`config.mk`:
```
export PLATFORM = sky130hd
export DESIGN_NAME = pcm_frame_gen
export DESIGN_NICKNAME = d
export VERILOG_FILES = /design/src/rtl/pcm_frame_pkg.sv /design/src/rtl/pcm_frame_ctrl.sv /design/src/rtl/pcm_frame_dp.sv /design/src/rtl/pcm_frame_gen.sv
export SDC_FILE = /design/constraint.sdc
export NUM_CORES = 1
export LEC_CHECK = 0
export BUFFER_PORTS_ARGS = -buffer_cell sky130_fd_sc_hd__buf_4
export CORE_ASPECT_RATIO = 1.4
export CORE_UTILIZATION = 60
export CTS_CLUSTER_DIAMETER = 50
export DETAILED_ROUTE_END_ITERATION = 8
export PLACE_DENSITY_LB_ADDON = 0.05
export SKIP_CTS_REPAIR_TIMING = 1
export SYNTH_ARGS = -nofsm -noshare
export SYNTH_HDL_FRONTEND = slang
export SYNTH_SLANG_ARGS = --single-unit
```
`constraint.sdc`:
```
create_clock -name clk -period 6 [get_ports clk]
set_input_delay 0.9 -clock clk [delete_from_list [all_inputs] [get_ports clk]]
set_output_delay 0.9 -clock clk [all_outputs]
set_load 0.01 [all_outputs]
```
`src/rtl/pcm_frame_pkg.sv`:
```
package pcm_frame_pkg;

  localparam logic [2:0] MODE_ADDR = 3'd4;

  typedef struct packed {
    logic [1:0] selB;
    logic [1:0] selA;
    logic       fsLong;
    logic       fsLow;
    logic       edgeRise;
    logic       master;
  } pcmMode_t;

  typedef struct packed {
    logic       bitEnd;
    logic       frameStart;
    logic [3:0] slotHit;
    logic [2:0] bitIdx;
  } pcmStrobe_t;

endpackage

```
`src/rtl/pcm_frame_ctrl.sv`:
```
module pcm_frame_ctrl
  import pcm_frame_pkg::*;
#(
  parameter int SLOTS     = 32,
  parameter int SLOT_B1   = 0,
  parameter int SLOT_B2   = 1,
  parameter int SLOT_AUX1 = 2,
  parameter int SLOT_AUX2 = 3
) (
  input  logic       clk,
  input  logic       rstN,
  input  logic       bclkIn,
  input  logic       fsIn,
  input  logic [2:0] addr,
  input  logic [7:0] wrData,
  input  logic       wrEn,
  output logic       bclkOut,
  output logic       bclkOe,
  output logic       fsOut,
  output logic       fsOe,
  output logic       strobeA,
  output logic       strobeB,
  output logic       syncErr,
  output pcmStrobe_t stb
);
  localparam int SUB_W      = 4;
  localparam int FRAME_BCLK = SLOTS * (1 << SUB_W);
  localparam int CNT_W      = $clog2(FRAME_BCLK);
  localparam int SLOT_W     = CNT_W - SUB_W;
  localparam logic [CNT_W-1:0] LAST = CNT_W'(FRAME_BCLK - 1);
  localparam int DSLOT [4] = '{SLOT_B1, SLOT_B2, SLOT_AUX1, SLOT_AUX2};

  pcmMode_t          mode;
  logic              phase;
  logic [CNT_W-1:0]  bitCnt;
  logic              bclkQ, bclkPrev, fsQ, fsPrevSamp, pendSync, locked;
  logic              bclkRise, bclkFall, fsAct, sampEv, lead, adv, syncNow;
  logic              inHead;
  logic [3:0]        slotHit;
  logic [SLOT_W-1:0] slotNum;

  always_ff @(posedge clk) begin
    if (!rstN) mode <= '0;
    else if (wrEn && addr == MODE_ADDR) mode <= pcmMode_t'(wrData);
  end

  always_ff @(posedge clk) begin
    if (!rstN) begin
      bclkQ <= 1'b0; bclkPrev <= 1'b0; fsQ <= 1'b0;
    end else begin
      bclkQ <= bclkIn; bclkPrev <= bclkQ; fsQ <= fsIn;
    end
  end

  assign bclkRise = bclkQ & ~bclkPrev;
  assign bclkFall = ~bclkQ & bclkPrev;
  assign fsAct    = fsQ ^ mode.fsLow;
  assign sampEv   = !mode.master && (mode.edgeRise ? bclkRise : bclkFall);
  assign lead     = sampEv && fsAct && !fsPrevSamp;
  assign adv      = mode.master ? phase : bclkRise;
  assign syncNow  = !mode.master && (mode.edgeRise ? lead : pendSync);

  always_ff @(posedge clk) begin
    if (!rstN) begin
      phase <= 1'b0; bitCnt <= '0; fsPrevSamp <= 1'b0;
      pendSync <= 1'b0; locked <= 1'b0; syncErr <= 1'b0;
    end else begin
      phase <= mode.master ? ~phase : 1'b0;
      if (sampEv) fsPrevSamp <= fsAct;
      if (adv) pendSync <= 1'b0;
      else if (lead) pendSync <= 1'b1;
      if (adv) begin
        if (syncNow) begin
          if (locked && bitCnt != LAST) syncErr <= 1'b1;
          bitCnt <= '0;
          locked <= 1'b1;
        end else begin
          if (locked && !mode.master && bitCnt == LAST) syncErr <= 1'b1;
          bitCnt <= (bitCnt == LAST) ? '0 : bitCnt + 1'b1;
        end
      end
    end
  end

  assign slotNum = bitCnt[CNT_W-1:SUB_W];
  assign inHead  = (bitCnt[SUB_W-1:0] == '0) ||
                   (mode.fsLong && bitCnt[SUB_W-1:0] == SUB_W'(1));

  for (genvar k = 0; k < 4; k++) begin : g_slot
    assign slotHit[k] = (slotNum == SLOT_W'(DSLOT[k]));
  end

  always_comb begin
    stb.bitEnd     = adv && bitCnt[0];
    stb.frameStart = adv && (syncNow || bitCnt == LAST);
    stb.slotHit    = slotHit;
    stb.bitIdx     = bitCnt[SUB_W-1:1];
    fsOut   = ((bitCnt == '0) || (mode.fsLong && bitCnt == CNT_W'(1))) ^ mode.fsLow;
    strobeA = (mode.selA == 2'd3) ? (bitCnt[0] ^ mode.edgeRise)
                                  : ((slotHit[mode.selA] && inHead) ^ mode.fsLow);
    strobeB = (slotHit[mode.selB] && inHead) ^ mode.fsLow;
    bclkOut = mode.master & phase;
    bclkOe  = mode.master;
    fsOe    = mode.master;
  end

  // in master mode the bit clock changes level on every system clock
  a_r2_bclk_toggles: assert property (@(posedge clk) disable iff (!rstN)
    (mode.master && $past(mode.master)) |-> (bclkOut != $past(bclkOut)));

  // the sync error flag never clears on its own
  a_r13_err_sticky: assert property (@(posedge clk) disable iff (!rstN)
    syncErr |=> syncErr);

  // an active slot strobe only appears inside one of the owned slots
  a_r4_strobe_in_slot: assert property (@(posedge clk) disable iff (!rstN)
    (mode.selA != 2'd3 && (strobeA != mode.fsLow)) |-> (stb.slotHit != 4'b0));

  // a pending falling-edge sync is consumed by the next bit-clock advance
  a_r11_pending_used: assert property (@(posedge clk) disable iff (!rstN)
    adv |=> !pendSync);

endmodule

```
`src/rtl/pcm_frame_dp.sv`:
```
module pcm_frame_dp
  import pcm_frame_pkg::*;
(
  input  logic       clk,
  input  logic       rstN,
  input  pcmStrobe_t stb,
  input  logic       rxd,
  output logic       txd,
  output logic       txOe,
  input  logic [2:0] addr,
  input  logic [7:0] wrData,
  input  logic       wrEn,
  input  logic       rdEn,
  output logic [7:0] rdData
);
  logic [6:0] rxShift;
  logic [7:0] rxVal [4];
  logic [3:0] bitK;

  always_ff @(posedge clk) begin
    if (!rstN) rxShift <= '0;
    else if (stb.bitEnd) rxShift <= {rxShift[5:0], rxd};
  end

  for (genvar k = 0; k < 4; k++) begin : g_reg
    localparam bit IS_AUX = (k >= 2);
    logic [7:0] rxR, txR, txL;
    logic       wrote;

    always_ff @(posedge clk) begin
      if (!rstN) begin
        rxR <= '0; txR <= '0; txL <= '0; wrote <= 1'b0;
      end else begin
        if (stb.bitEnd && stb.slotHit[k] && stb.bitIdx == 3'd7)
          rxR <= {rxShift, rxd};
        if (wrEn && addr == 3'(k)) begin
          txR   <= wrData;
          wrote <= 1'b1;
        end else if (stb.frameStart) begin
          wrote <= 1'b0;
        end
        if (stb.frameStart)
          txL <= (IS_AUX && !wrote) ? rxR : txR;
      end
    end

    assign rxVal[k] = rxR;
    assign bitK[k]  = txL[~stb.bitIdx];
  end

  assign txOe = |stb.slotHit;
  assign txd  = txOe ? |(stb.slotHit & bitK) : 1'b1;

  always_ff @(posedge clk) begin
    if (!rstN) rdData <= '0;
    else if (rdEn && !addr[2]) rdData <= rxVal[addr[1:0]];
    else rdData <= '0;
  end

  // outside the owned slots the line idles high
  a_r8_idle_high: assert property (@(posedge clk) disable iff (!rstN)
    !txOe |-> txd);

  // read data is zero in the cycle after no read was requested
  a_r7_rd_idle_zero: assert property (@(posedge clk) disable iff (!rstN)
    !rdEn |=> (rdData == 8'd0));

  // a read of the mode address returns zero
  a_r10_mode_unreadable: assert property (@(posedge clk) disable iff (!rstN)
    (rdEn && addr == MODE_ADDR) |=> (rdData == 8'd0));

endmodule

```
`src/rtl/pcm_frame_gen.sv`:
```
module pcm_frame_gen
  import pcm_frame_pkg::*;
#(
  parameter int SLOTS     = 32,
  parameter int SLOT_B1   = 0,
  parameter int SLOT_B2   = 1,
  parameter int SLOT_AUX1 = 2,
  parameter int SLOT_AUX2 = 3
) (
  input  logic       clk,
  input  logic       rstN,
  input  logic       bclkIn,
  input  logic       fsIn,
  output logic       bclkOut,
  output logic       bclkOe,
  output logic       fsOut,
  output logic       fsOe,
  output logic       strobeA,
  output logic       strobeB,
  input  logic       rxd,
  output logic       txd,
  output logic       txOe,
  input  logic [2:0] regAddr,
  input  logic [7:0] regWrData,
  input  logic       regWrEn,
  input  logic       regRdEn,
  output logic [7:0] regRdData,
  output logic       syncErr
);
  pcmStrobe_t stb;

  pcm_frame_ctrl #(
    .SLOTS(SLOTS), .SLOT_B1(SLOT_B1), .SLOT_B2(SLOT_B2),
    .SLOT_AUX1(SLOT_AUX1), .SLOT_AUX2(SLOT_AUX2)
  ) u_ctrl (
    .clk(clk), .rstN(rstN), .bclkIn(bclkIn), .fsIn(fsIn),
    .addr(regAddr), .wrData(regWrData), .wrEn(regWrEn),
    .bclkOut(bclkOut), .bclkOe(bclkOe), .fsOut(fsOut), .fsOe(fsOe),
    .strobeA(strobeA), .strobeB(strobeB), .syncErr(syncErr), .stb(stb)
  );

  pcm_frame_dp u_dp (
    .clk(clk), .rstN(rstN), .stb(stb), .rxd(rxd), .txd(txd), .txOe(txOe),
    .addr(regAddr), .wrData(regWrData), .wrEn(regWrEn), .rdEn(regRdEn),
    .rdData(regRdData)
  );

endmodule

```
==> impl_metrics.toml <==
[power_and_ir_drop]
p_leak_uw = 0.002324
internal_power_uw = 1669
ir_drop_uv = 235.1
pwr-share-clk = 0.518
pwr-share-comb = 0.041
seqPwrFrac = 0.441
powerDensity_nw_per_um2 = 316.0
switchingPower_uw = 457.1
design_power_total_uw = 2127
swShare = 0.2149

[cells_and_area]
area_growth_pct = 14.77
drive_gt1_frac = 0.1399
nets = 682
antennaDiodeCount = 0
final_area_um2 = 6729

[cts]
clock_latency_ns = 0.42
numClockSinks = 138
h-tree-depth = 4
cts_tree = "built"
cts.path.max_buffers = 2
cts_buffers = 17
path_clk_slew_ns = 0.06
clock_tree.root_cell = "clkbuf_16"

[synthesis]
synth_flop_cell = "dfxtp_1"
yosysTopAreaCell = "dfxtp_1"
synth_edf_count = 0
avgSynthCellArea_um2 = 9.034
ys_async_sr_fraction = 0
synth_nets = 671
synth_cell_type_count = 48
synthTopCellsByArea = "dfxtp_1, nand2_1, mux2i_1, mux4_2, a21oi_1"
ys_seq_elements = 138
netlist.area_leader.share = 0.4712
synth_area_um2 = 5863
synthCells = 649
synth_warnings = 0
ys_seq_area_frac = 0.4712

[grt]
grt.overflow.total = 0
grt_pass1_vias = 4355
grt_max_degree = 82
antenna_found_initial = 0
grt_pass1_wl_um = 21940
grtUsageTotal = 0.2842

[worst_setup_path]
cp_max_fo = 13
path_cells = "mux4_2, mux2_2, o211ai_1, nand4_1, buf_4"
startpoint_type = "register"
critPathKind = "reg -> out"
worstPathArrival_ns = 2.48
crit_path_top_delay_cell = "dfxtp_1"
endpoint_kind = "primary output"
critical_path.max_stage_delay_ns = 0.76
critPathRequiredTime_ns = 5.10

[timing]
fmax_mhz = 296.0
finalCritPeriodShare = 0.5630
final_hold_viol_count = 0
finalMaxSlewViolations = 0
fin_setup_tns_ns = 0
clock_skew_ns = 0.008374
rsz0062_at_grt = "false"
fin_crit_ns = 3.378
slew_headroom = 0.3812
worst_pin_slew_ns = 0.9212
setup_viol = 0

[die]
initial_utilization = 0.6198
rows = 42
die_h_um = 119.0
fp.coreArea_um2 = 9459
ios = 35
dieArea_um2 = 10180
die_x_um = 85.55

[placed_design]
io_buffers = 34
place_area_um2 = 6103
place_congestion = 0.7907
dp.final_hpwl_um = 9180

[detailed_routing]
vias_per_cell = 5.936
drt_iter0_drc = 382
detail_route.wl_per_cell_um = 17.71
wirelength_um = 13850
via_count = 4642
drc = 0
drt_first_pass_iters = 4
drtAntennaViolNets = 0

[min_path]
hold_path_class = "reg -> reg"

[run_status]
run_status = "finished clean"

[run]
maxCapViolCount = 0
## registers in the layout, indices dropped and copies added (netlist names)
signal	flops
u_ctrl.bclkQ	1
u_dp.rxShift	7
u_ctrl.bclkOe	1
u_ctrl.bclkPrev	1
u_dp.g.txL	32
u_ctrl.bitCnt	9
u_ctrl.phase	1
u_ctrl.fsPrevSamp	1
u_ctrl.fsQ	1
u_dp.g.txR	32
u_ctrl.mode	7
u_ctrl.pendSync	1
u_dp.g.rxR	32
u_dp.g.wrote	2
u_ctrl.locked	1
u_ctrl.syncErr	1
u_dp.rdData	8
## power by group through the flow
stage / sequential (µW) / clock [µW] / combinational (µW)
after detailed placement: 957 / 0 / 86.8
final: 937 / 1100 / 87.8
after CTS: 937 / 1110 / 87.3
after global placement: 956 / 0 / 85.4
after global routing: 938 / 1150 / 93.9
after floorplan: 950 / 0 / 58.1
## kinds of logic after synthesis
| logic type | after synthesis | share of synthesized area |
|---|---|---|
| compound gates | 106 | 0.1069 |
| xor+xnor | 11 | 0.01643 |
| fa+ha+maj | 4 | 0.008536 |
| buf+inv | 55 | 0.03884 |
| simple gates | 268 | 0.2115 |
| flops | 138 | 0.4712 |
| mux | 67 | 0.1466 |
## path summary, 6_finish.rpt
check / from / endpoint / slack [ns] / cells past startpoint
min: u_ctrl.phase / u_ctrl.phase / 0.42 / 1
min reg2reg: u_ctrl.phase / u_ctrl.phase / 0.42 / 1
max reg2reg: u_ctrl.bitCnt[1] / u_dp.g_reg[3].txL[2] / 2.96 / 10
max: u_ctrl.bitCnt[1] / txd / 2.62 / 5
## cell type report
| cell class | count | area, µm² |
|---|---|---|
| multi-input cells | 456 | 2892 |
| flip-flops and latches | 138 | 2763 |
| fillers | 735 | 2730 |
| clock buffers | 19 | 452.9 |
| repair buffers | 36 | 270.3 |
| clock inverters | 12 | 172.7 |
| well taps | 110 | 137.6 |
| inverters | 11 | 41.29 |
## routing by layer
| layer | track usage | vias to the layer above | part of all wire |
|---|---|---|---|
| met5 | 0 | - | 0 |
| met4 | 0.1281 | 0 | 0.026 |
| met3 | 0.05960 | 33 | 0.036 |
| met2 | 0.4880 | 113 | 0.52 |
| met1 | 0.3382 | 2244 | 0.42 |
| li1 | - | 2252 | - |
## metrics by stage
step	hold WS [ns]	instances	setup slack, ns	utilization
floorplan	0.3991	649	3.480	-
global placement	0.4085	751	3.050	0.6452
detailed placement	0.4198	751	3.046	0.6452
CTS	0.4274	782	2.597	0.7114
global route	0.4479	782	2.528	0.7114
finish	0.4233	782	2.622	0.7114
## synth_stat cells (2+ instances only)
master     instances
and2_1             4
buf_1              6
a21o_1             3
o211ai_1           2
and3_1             4
a21oi_1           55
nor2_1            48
clkbuf_1          23
xor2_1             3
dfxtp_1          138
xnor2_1            8
a211oi_1          16
o2111ai_1          2
o21ai_0            5
o22ai_1            2
nand3b_1           3
or3b_2             2
a31oi_1            4
o21ai_1           14
nand3_1           29
mux4_2            15
buf_2             13
inv_1             10
nor2b_1           11
nor4b_1            2
nor4_4             2
nand4_1            5
mux2i_1           51
nand2_1          143
nor3_4             2
ha_1               4
nor3_1             4
## critical path, delay by kind of cell (launching register included)
family | cells | cell delay [ns]
AND/OR/NAND/NOR | 1 | 0.12
flip-flops | 1 | 0.76
AO/OA/AOI/OAI | 1 | 0.18
multiplexers | 2 | 0.85
buffers and inverters | 1 | 0.16
## cell usage in the layout (no fill, tap or decap), types with 4 or more instances in the layout
cell and count:
a211oi_1 16, a21oi_1 55, a31oi_1 4, and2_1 4, and3_1 4, buf_4 36, bufinv_16 4, clkbuf_16 17
clkinv_2 4, dfxtp_1 138, ha_1 4, inv_1 10, mux2i_1 51, mux4_2 15, nand2_1 143, nand3_1 29
nand4_1 5, nor2_1 48, nor2b_1 11, nor3_1 4, o21ai_0 5, o21ai_1 14, xnor2_1 8
Power figures use the tool's default switching activity.
